==> src/rtl/csf_pkg.sv <==
package csf_pkg;

    // Command class accepted on the previous clock edge
    typedef enum logic [1:0] {
        ST_IDLE   = 2'b00,
        ST_GROW   = 2'b01,
        ST_SHRINK = 2'b10,
        ST_CLASH  = 2'b11
    } sp_state_e;

endpackage

==> src/rtl/csf_lane_rank.sv <==
// Derives the active-lane count and every lane's rank among active lanes.
module csf_lane_rank #(
    parameter int LANES = 32,
    parameter int WID_W = 6
) (
    input  logic [LANES-1:0]       mask,
    output logic [WID_W-1:0]       width,
    output logic [LANES*WID_W-1:0] rank_flat
);

    logic [WID_W-1:0] rank_a [LANES];

    assign rank_a[0] = '0;

    // Ripple prefix count: rank of lane i counts set bits below i
    for (genvar i = 1; i < LANES; i++) begin : g_prefix
        assign rank_a[i] = rank_a[i-1] + WID_W'(mask[i-1]);
    end

    for (genvar i = 0; i < LANES; i++) begin : g_flat
        assign rank_flat[i*WID_W +: WID_W] = rank_a[i];
    end

    assign width = rank_a[LANES-1] + WID_W'(mask[LANES-1]);

endmodule

==> src/rtl/csf_slot_addr.sv <==
// Registers the per-lane slot addresses and the frame width.
module csf_slot_addr #(
    parameter int LANES  = 32,
    parameter int ADDR_W = 32,
    parameter int SLOT_W = 4,
    parameter int WID_W  = 6
) (
    input  logic                    clk,
    input  logic                    rst_n,
    input  logic [LANES-1:0]        mask,
    input  logic [LANES*WID_W-1:0]  rank_flat,
    input  logic [WID_W-1:0]        width,
    input  logic [SLOT_W-1:0]       slot_k,
    input  logic [ADDR_W-1:0]       sp_in,
    output logic [LANES*ADDR_W-1:0] lane_addr,
    output logic [LANES-1:0]        lane_vld,
    output logic [WID_W-1:0]        frame_width
);

    logic [ADDR_W-1:0] row_base;

    // Lowest word of the requested slot row
    assign row_base = sp_in - (ADDR_W'(slot_k) * ADDR_W'(width));

    always_ff @(posedge clk) begin
        if (!rst_n) begin
            frame_width <= '0;
        end else begin
            frame_width <= width;
        end
    end

    for (genvar i = 0; i < LANES; i++) begin : g_lane
        logic [ADDR_W-1:0] addr_q;
        logic              vld_q;

        always_ff @(posedge clk) begin
            if (!rst_n) begin
                addr_q <= '0;
                vld_q  <= 1'b0;
            end else begin
                vld_q  <= mask[i];
                addr_q <= mask[i] ? row_base + ADDR_W'(rank_flat[i*WID_W +: WID_W])
                                  : '0;
            end
        end

        assign lane_addr[i*ADDR_W +: ADDR_W] = addr_q;
        assign lane_vld[i]                   = vld_q;
    end

endmodule

==> src/rtl/csf_sp_fsm.sv <==
// Stack pointer update controller for the shared warp pointer.
module csf_sp_fsm
    import csf_pkg::*;
#(
    parameter int ADDR_W = 32,
    parameter int CNT_W  = 4,
    parameter int WID_W  = 6
) (
    input  logic              clk,
    input  logic              rst_n,
    input  logic              alloc_req,
    input  logic              free_req,
    input  logic [CNT_W-1:0]  n_slots,
    input  logic [WID_W-1:0]  width,
    input  logic [ADDR_W-1:0] sp_in,
    output logic [ADDR_W-1:0] sp_out,
    output logic              clash_err
);

    sp_state_e         state_q, state_d;
    logic [ADDR_W-1:0] sp_q;
    logic [ADDR_W-1:0] step_q;

    // Next state follows the request pair, from any state
    always_comb begin
        unique case ({free_req, alloc_req})
            2'b00:   state_d = ST_IDLE;
            2'b01:   state_d = ST_GROW;
            2'b10:   state_d = ST_SHRINK;
            2'b11:   state_d = ST_CLASH;
            default: state_d = ST_IDLE;
        endcase
    end

    // State register with captured operands
    always_ff @(posedge clk) begin
        if (!rst_n) begin
            state_q <= ST_IDLE;
            sp_q    <= '0;
            step_q  <= '0;
        end else begin
            state_q <= state_d;
            sp_q    <= sp_in;
            step_q  <= ADDR_W'(n_slots) * ADDR_W'(width);
        end
    end

    // Output decode from the registered state
    always_comb begin
        unique case (state_q)
            ST_IDLE: begin
                sp_out    = sp_q;
                clash_err = 1'b0;
            end
            ST_GROW: begin
                sp_out    = sp_q - step_q;
                clash_err = 1'b0;
            end
            ST_SHRINK: begin
                sp_out    = sp_q + step_q;
                clash_err = 1'b0;
            end
            ST_CLASH: begin
                sp_out    = sp_q;
                clash_err = 1'b1;
            end
            default: begin
                sp_out    = sp_q;
                clash_err = 1'b0;
            end
        endcase
    end

endmodule

==> src/rtl/csf_frame_addr.sv <==
// Top: compacted warp stack frame address generator.
module csf_frame_addr #(
    parameter int LANES  = 32,
    parameter int ADDR_W = 32,
    parameter int SLOT_W = 4,
    parameter int CNT_W  = 4,
    localparam int WID_W = $clog2(LANES + 1)
) (
    input  logic                    clk,
    input  logic                    rst_n,
    input  logic [LANES-1:0]        act_mask,
    input  logic [SLOT_W-1:0]       slot_k,
    input  logic                    alloc_req,
    input  logic                    free_req,
    input  logic [CNT_W-1:0]        n_slots,
    input  logic [ADDR_W-1:0]       sp_in,
    output logic [LANES*ADDR_W-1:0] lane_addr,
    output logic [LANES-1:0]        lane_vld,
    output logic [WID_W-1:0]        frame_width,
    output logic [ADDR_W-1:0]       sp_out,
    output logic                    clash_err
);

    logic [WID_W-1:0]       cur_width;
    logic [LANES*WID_W-1:0] cur_rank;

    csf_lane_rank #(
        .LANES (LANES),
        .WID_W (WID_W)
    ) u_rank (
        .mask      (act_mask),
        .width     (cur_width),
        .rank_flat (cur_rank)
    );

    csf_slot_addr #(
        .LANES  (LANES),
        .ADDR_W (ADDR_W),
        .SLOT_W (SLOT_W),
        .WID_W  (WID_W)
    ) u_addr (
        .clk         (clk),
        .rst_n       (rst_n),
        .mask        (act_mask),
        .rank_flat   (cur_rank),
        .width       (cur_width),
        .slot_k      (slot_k),
        .sp_in       (sp_in),
        .lane_addr   (lane_addr),
        .lane_vld    (lane_vld),
        .frame_width (frame_width)
    );

    csf_sp_fsm #(
        .ADDR_W (ADDR_W),
        .CNT_W  (CNT_W),
        .WID_W  (WID_W)
    ) u_sp (
        .clk       (clk),
        .rst_n     (rst_n),
        .alloc_req (alloc_req),
        .free_req  (free_req),
        .n_slots   (n_slots),
        .width     (cur_width),
        .sp_in     (sp_in),
        .sp_out    (sp_out),
        .clash_err (clash_err)
    );

endmodule

==> config.mk <==
export PLATFORM = sky130hd
export DESIGN_NAME = csf_frame_addr
export DESIGN_NICKNAME = d
export VERILOG_FILES = /design/src/rtl/csf_pkg.sv /design/src/rtl/csf_lane_rank.sv /design/src/rtl/csf_slot_addr.sv /design/src/rtl/csf_sp_fsm.sv /design/src/rtl/csf_frame_addr.sv
export SDC_FILE = /design/constraint.sdc
export NUM_CORES = 2
export LEC_CHECK = 0
export BUFFER_PORTS_ARGS = -buffer_cell sky130_fd_sc_hd__buf_2
export CAP_MARGIN = 10
export CORE_AREA = 2 2 456 458
export DETAILED_ROUTE_END_ITERATION = 6
export DIE_AREA = 0 0 458 460
export HOLD_SLACK_MARGIN = 0.05
export SYNTH_ARGS = -nofsm -noshare
export SYNTH_HDL_FRONTEND = slang
export SYNTH_SLANG_ARGS = --single-unit
==> constraint.sdc <==
create_clock -name clk -period 47.8 [get_ports clk]
set_input_delay 2.39 -clock clk [delete_from_list [all_inputs] [get_ports clk]]
set_output_delay 2.39 -clock clk [all_outputs]
set_load 0.03 [all_outputs]
== Yosys cells after proc, flatten, opt, wreduce, memory -nomap -nowiden ==
Cells that the tools add are included.
Storage, ports and cells
  memory bits (writable): 0
  bits of input ports: 76
  output and inout port bits: 1095
  latch bits: 0
  register bits after elaboration: 1128
  bits in read-only memories: 0
  memories kept: 0
  logic and storage cells: 181
Operators by class
  divide/modulo/power cells: 0
  bitwise logic cells: 0
  $lt $le $gt $ge: 0
  reduce and logical (&&, ||, !) cells: 36
  shifts and indexed selects: 0
  mux-type cells: 3
  add/subtract/negate cells: 65
  multiply operators: 2
  eq/ne operators: 6
Operators with widths (count)
  $add A32 B6 Y32: 29
  $add A6 B1 Y6: 30
  $pmux W32 S3: 1
  $reduce_and A2 Y1: 32
  $add A32 B1 Y32: 1
  $add A32 B2 Y32: 1
  $add A32 B32 Y32: 1
  $sub A32 B10 Y32: 1
  $sub A32 B32 Y32: 1
  $mul A4 B6 Y10: 2
  $eq A2 B2 Y1 const B: 4
  $pmux W2 S4: 1
  $eq A2 B1 Y1 const B: 2
  $logic_not A2 Y1: 2
  $reduce_or A3 Y1: 1
  $add A1 B1 Y2: 1
  $pmux W1 S2: 1
  $reduce_or A2 Y1: 1

== Depth between registers and ports, before layout ==
  depth after elaboration: 34
  gate-level depth with buffers: 66
  gate-level depth less buffers: 63

== Modules after synthesis ==
A second synthesis with hierarchy kept.
Second synthesis, totals
  cells, all modules: 6370
  area total of the unflattened synthesis: 55731.0 um^2
Modules (own cells, without submodules)
  csf_slot_addr: times used 1, cells each 5297, sequential area each 21260.4 um^2, area an instance 46866.2 um^2
  csf_lane_rank: times used 1, cells each 552, sequential area each 0.0 um^2, area an instance 4735.8 um^2
  csf_sp_fsm: times used 1, cells each 521, sequential area each 880.8 um^2, area an instance 4129.0 um^2

== Worst setup path after synthesis ==
No wires, ideal clock.
  path kind: input-to-reg
  start: input act_mask[0]
  end: register u_addr.g_lane[24].addr_q[30]
  stages on the path: 66
  data arrival time: 19321 ps
  setup time: 128 ps
  slack: 28351 ps
  data required time: 47672 ps
  buffers on the path: 4
  cells stage by stage: fa_1 > ha_1 > ha_1 > ha_1 > ha_1 > ha_1 > ha_1 > ha_1 > ha_1 > ha_1 > ha_1 > ha_1 > ha_1 > ha_1 > ha_1 > ha_1 > ha_1 > ha_1 > [... 30 more ...] > a21oi_1 > o21bai_1 > a21oi_1 > o21bai_1 > a21oi_1 > nand2_1 > xor2_1 > or2_2 > clkbuf_1 > nor3_1 > nand3_1 > nor4_1 > and2_1 > clkbuf_1 > clkbuf_1 > nand2_1 > xnor2_1 > nor2_1
Between the ends
  word-level cells in the longest chain between the ends: 34
Ends and longest elaborated chain
  start, declared: line csf_frame_addr.sv:11  | input logic [LANES-1:0] act_mask,
  $add A1 B1 Y2 *: line csf_lane_rank.sv:17  | assign rank_a[i] = rank_a[i-1] + WID_W'(mask[i-1]);
  $add A6 B1 Y6 * (22 in series): line csf_lane_rank.sv:17
  $add A6 B1 Y6 (7 in series): line csf_lane_rank.sv:17
  $add A6 B1 Y6: line csf_lane_rank.sv:24  | assign width = rank_a[LANES-1] + WID_W'(mask[LANES-1]);
  $mul A4 B6 Y10: line csf_slot_addr.sv:23  | assign row_base = sp_in - (ADDR_W'(slot_k) * ADDR_W'(width));
  $sub A32 B10 Y32: line csf_slot_addr.sv:23
  $add A32 B6 Y32 *: line csf_slot_addr.sv:43  | addr_q <= mask[i] ? row_base + ADDR_W'(rank_flat[i*WID_W +: WID_W])
  end signal, assigned: line csf_slot_addr.sv:43
  end, declared: line csf_slot_addr.sv:34  | logic [ADDR_W-1:0] addr_q;
Every way passes the cells marked *; elsewhere a longest branch is shown, timed or not.
A chain may end at the register's enable or synchronous reset.

== Worst setup path after layout ==
  start: input act_mask[0]
  end: register u_addr.g_lane[18].addr_q[29]
Between the ends
  word-level cells in the longest chain between the ends: 34
Ends and longest elaborated chain (line)
  $add A1 B1 Y2 *: csf_lane_rank.sv:17
  $add A6 B1 Y6 * (16 in series): csf_lane_rank.sv:17
  $add A6 B1 Y6 (13 in series): csf_lane_rank.sv:17
  $add A6 B1 Y6: csf_lane_rank.sv:24
  $mul A4 B6 Y10: csf_slot_addr.sv:23
  $sub A32 B10 Y32: csf_slot_addr.sv:23
  $add A32 B6 Y32 *: csf_slot_addr.sv:43
  end signal, assigned: csf_slot_addr.sv:43
  end, declared: csf_slot_addr.sv:34
Marked as above.

==> impl_metrics.json <==
{
  "status": "completed",
  "crit_required_ps": 48450,
  "first_pass_iters": 5,
  "synthToLayoutAreaGrowth_pct": 27.1,
  "synth.cell_area_mm2": 0.0534,
  "grt_start_max_net_pins": 65,
  "grt_antenna_before_repair": 52,
  "path_clk_slew_ps": 60,
  "worst_pin_slew_ps": 1400,
  "drtAntennaViolNets": 0,
  "io_buffer_count": 1170,
  "drive_gt1_frac": 0.231,
  "wl_per_cell_um": 29.9,
  "finalSetupTns_ps": 0,
  "drc": 0,
  "worst_path_max_delay_cell": "and3_1",
  "hold_violations": 0,
  "cts_setup_buffers": 0,
  "vias": 48700,
  "ys_ff_latch": 1106,
  "wl_mm": 303,
  "die_y_um": 460,
  "htreeDepth": 4,
  "worst-setup-path-type": "in2reg",
  "io_pins": 1171,
  "cp-end-kind": "register",
  "fp.dieW_um": 458,
  "gp_congestion": 0.920,
  "min_from": "alloc_req",
  "crit_top_cell": "ha_1",
  "ctsHoldBuffers": 0,
  "holdPathStages": 2,
  "cts_buffers": 130,
  "ys.flop_type": "dfxtp_1",
  "hp-class": "in2reg",
  "clk_path_buf_depth": 3,
  "stdcell_area_mm2": 0.0679,
  "setup_viol": 0,
  "dp_hpwl_mm": 231,
  "cts_tree": "yes",
  "relSlewSlack": 0.0549,
  "fillers": 21600,
  "min_to": "u_sp.state_q[0]$_SDFF_PN0_",
  "synthTopCellsByCount": "nor2_1 (1311), dfxtp_1 (1106), xnor2_1 (644), nand2_1 (598), xor2_1 (464)",
  "first_iter_violations": 4217,
  "final_nets": 7725,
  "grt_pass1_wl_mm": 402,
  "yosys.area.top_type_share": 0.414,
  "avgSynthCellArea_um2": 8.63,
  "rows": 167,
  "fin_crit_sh": 0.482,
  "via_per_inst": 4.80,
  "cap_violations": 0,
  "synth_top_cell_by_area": "dfxtp_1",
  "fmax_mhz": 43.4,
  "syn_inst": 6190,
  "cp-start-kind": "input port",
  "cpPeakStageDelay_ps": 940,
  "ys.warnings.count": 0,
  "initial_core_util": 0.259,
  "ys_async_sr_fraction": 0,
  "synth-seq-area-share": 0.414,
  "core_area_mm2": 0.206,
  "rsz0062_at_grt": "false",
  "clock_sinks": 1106,
  "grt_overflow_total": 0,
  "synth_edf_count": 0,
  "hold_slack_ps": 1780,
  "root_buffer": "clkbuf_16",
  "grt.total_usage": 0.277,
  "synth.area.top_cells": "dfxtp_1 (41%), xnor2_1 (11%), nor2_1 (9.2%)",
  "slew_viol_final": 0,
  "post-route-min-period_ps": 23040,
  "synth.distinct_cells": 82,
  "path_max_fanout": 34,
  "first_global_vias": 47800,
  "dieArea_mm2": 0.211,
  "cp_data_arrival_time_ps": 23690,
  "synth.most_common_cell": "nor2_1",
  "dpl_cell_area_mm2": 0.0632,
  "cts_resized": 0
}
-- layer usage --
layer	vias to the layer above	routed length [um]	track usage
met2	2362	137000	0.447
met4	26	15500	0.127
met5	-	169	0
met3	550	23300	0.0570
met1	23900	127000	0.355
li1	21900	-	-
-- cell type report --
class | instances | area [um^2] | share of cell area
multi-input cells | 4557 | 29800 | 0.439
repair buffers | 1334 | 7090 | 0.104
clock buffers | 163 | 3560 | 0.0524
well taps | 2704 | 3380 | 0.0498
diodes | 15 | 37.5 | 0.000553
clock inverters | 76 | 1140 | 0.0168
inverters | 191 | 719 | 0.0106
flip-flops and latches | 1106 | 22100 | 0.326
-- metrics by stage --
step | setup WS, ps | instances | util
after CTS | 24750 | 10100 | 0.329
after detailed placement | 23900 | 9892 | 0.307
after global placement | 24200 | 9891 | 0.307
after floorplan | 28350 | 6192 | -
final | 24760 | 10100 | 0.330
after global routing | 23610 | 10100 | 0.330
-- cell usage in the layout (no fill, tap or decap), types with 19 or more instances in the layout --
master | Yosys | routed
o21ai_0 | 129 | 125
fa_1 | 29 | 28
nor2_1 | 1311 | 1297
o21bai_1 | 44 | 44
a21o_1 | 80 | 80
buf_4 | 35 | 164
xor2_1 | 464 | 448
and3_1 | 80 | 80
ha_1 | 300 | 300
inv_1 | 187 | 186
nand3_1 | 96 | 96
nand2_2 | 0 | 29
or3_1 | 19 | 19
a21oi_1 | 156 | 154
o21a_1 | 21 | 21
nor3_1 | 122 | 110
and2_1 | 113 | 111
clkbuf_16 | 0 | 131
dfxtp_1 | 1106 | 1106
nor2b_1 | 84 | 83
xnor2_2 | 9 | 20
nand2_1 | 598 | 566
nand2b_1 | 48 | 47
clkinv_2 | 0 | 21
buf_2 | 5 | 1169
xnor2_1 | 644 | 633
-- how the worst max path moves through the flow --
stage | startpoint | to | slack (ps) | cells after the start
6_report | act_mask[0] | u_addr.g_lane[18].addr_q[29]$_SDFF_PN0_ | 24760 | 62
5_1_grt | act_mask[0] | u_addr.g_lane[18].addr_q[29]$_SDFF_PN0_ | 23610 | 62
4_1_cts | act_mask[0] | u_addr.g_lane[18].addr_q[29]$_SDFF_PN0_ | 24750 | 63
3_5_place_dp | act_mask[0] | u_addr.g_lane[18].addr_q[29]$_SDFF_PN0_ | 23900 | 63
3_3_place_gp | act_mask[0] | u_addr.g_lane[18].addr_q[29]$_SDFF_PN0_ | 24200 | 63
2_1_floorplan | act_mask[0] | u_addr.g_lane[24].addr_q[30]$_SDFF_PN0_ | 28350 | 66
-- worst max-delay path, delay by kind of cell --
kind                     cells  cell delay, ps
adder cells (fa/ha/maj)     24            8460
XOR/XNOR                    13            5100
buffers and inverters        6            1080
AND/OR/NAND/NOR             11            4950
AO/OA/AOI/OAI                8            1610
-- state kept, by name, summed over array words and instances, names as in the netlist --
signal / count
u_sp.state_q: 2
u_sp.sp_q: 32
u_addr.g_lane.addr_q: 1024
u_addr.g_lane.vld_q: 32
u_addr.frame_width: 6
u_sp.step_q: 10
-- cells by family after synthesis --
family / Yosys count / share of synthesized area
simple gates: 2547 / 0.205
xor+xnor: 1141 / 0.195
flops: 1106 / 0.414
buf+inv: 529 / 0.0398
compound gates: 505 / 0.0583
fa+ha+maj: 332 / 0.0817
mux: 29 / 0.00590
other cells: 1 / 0.0000702
Power is left out: the tool's default activity adds up to more than one toggle a clock period on the data nets, which glitch-free logic cannot reach.
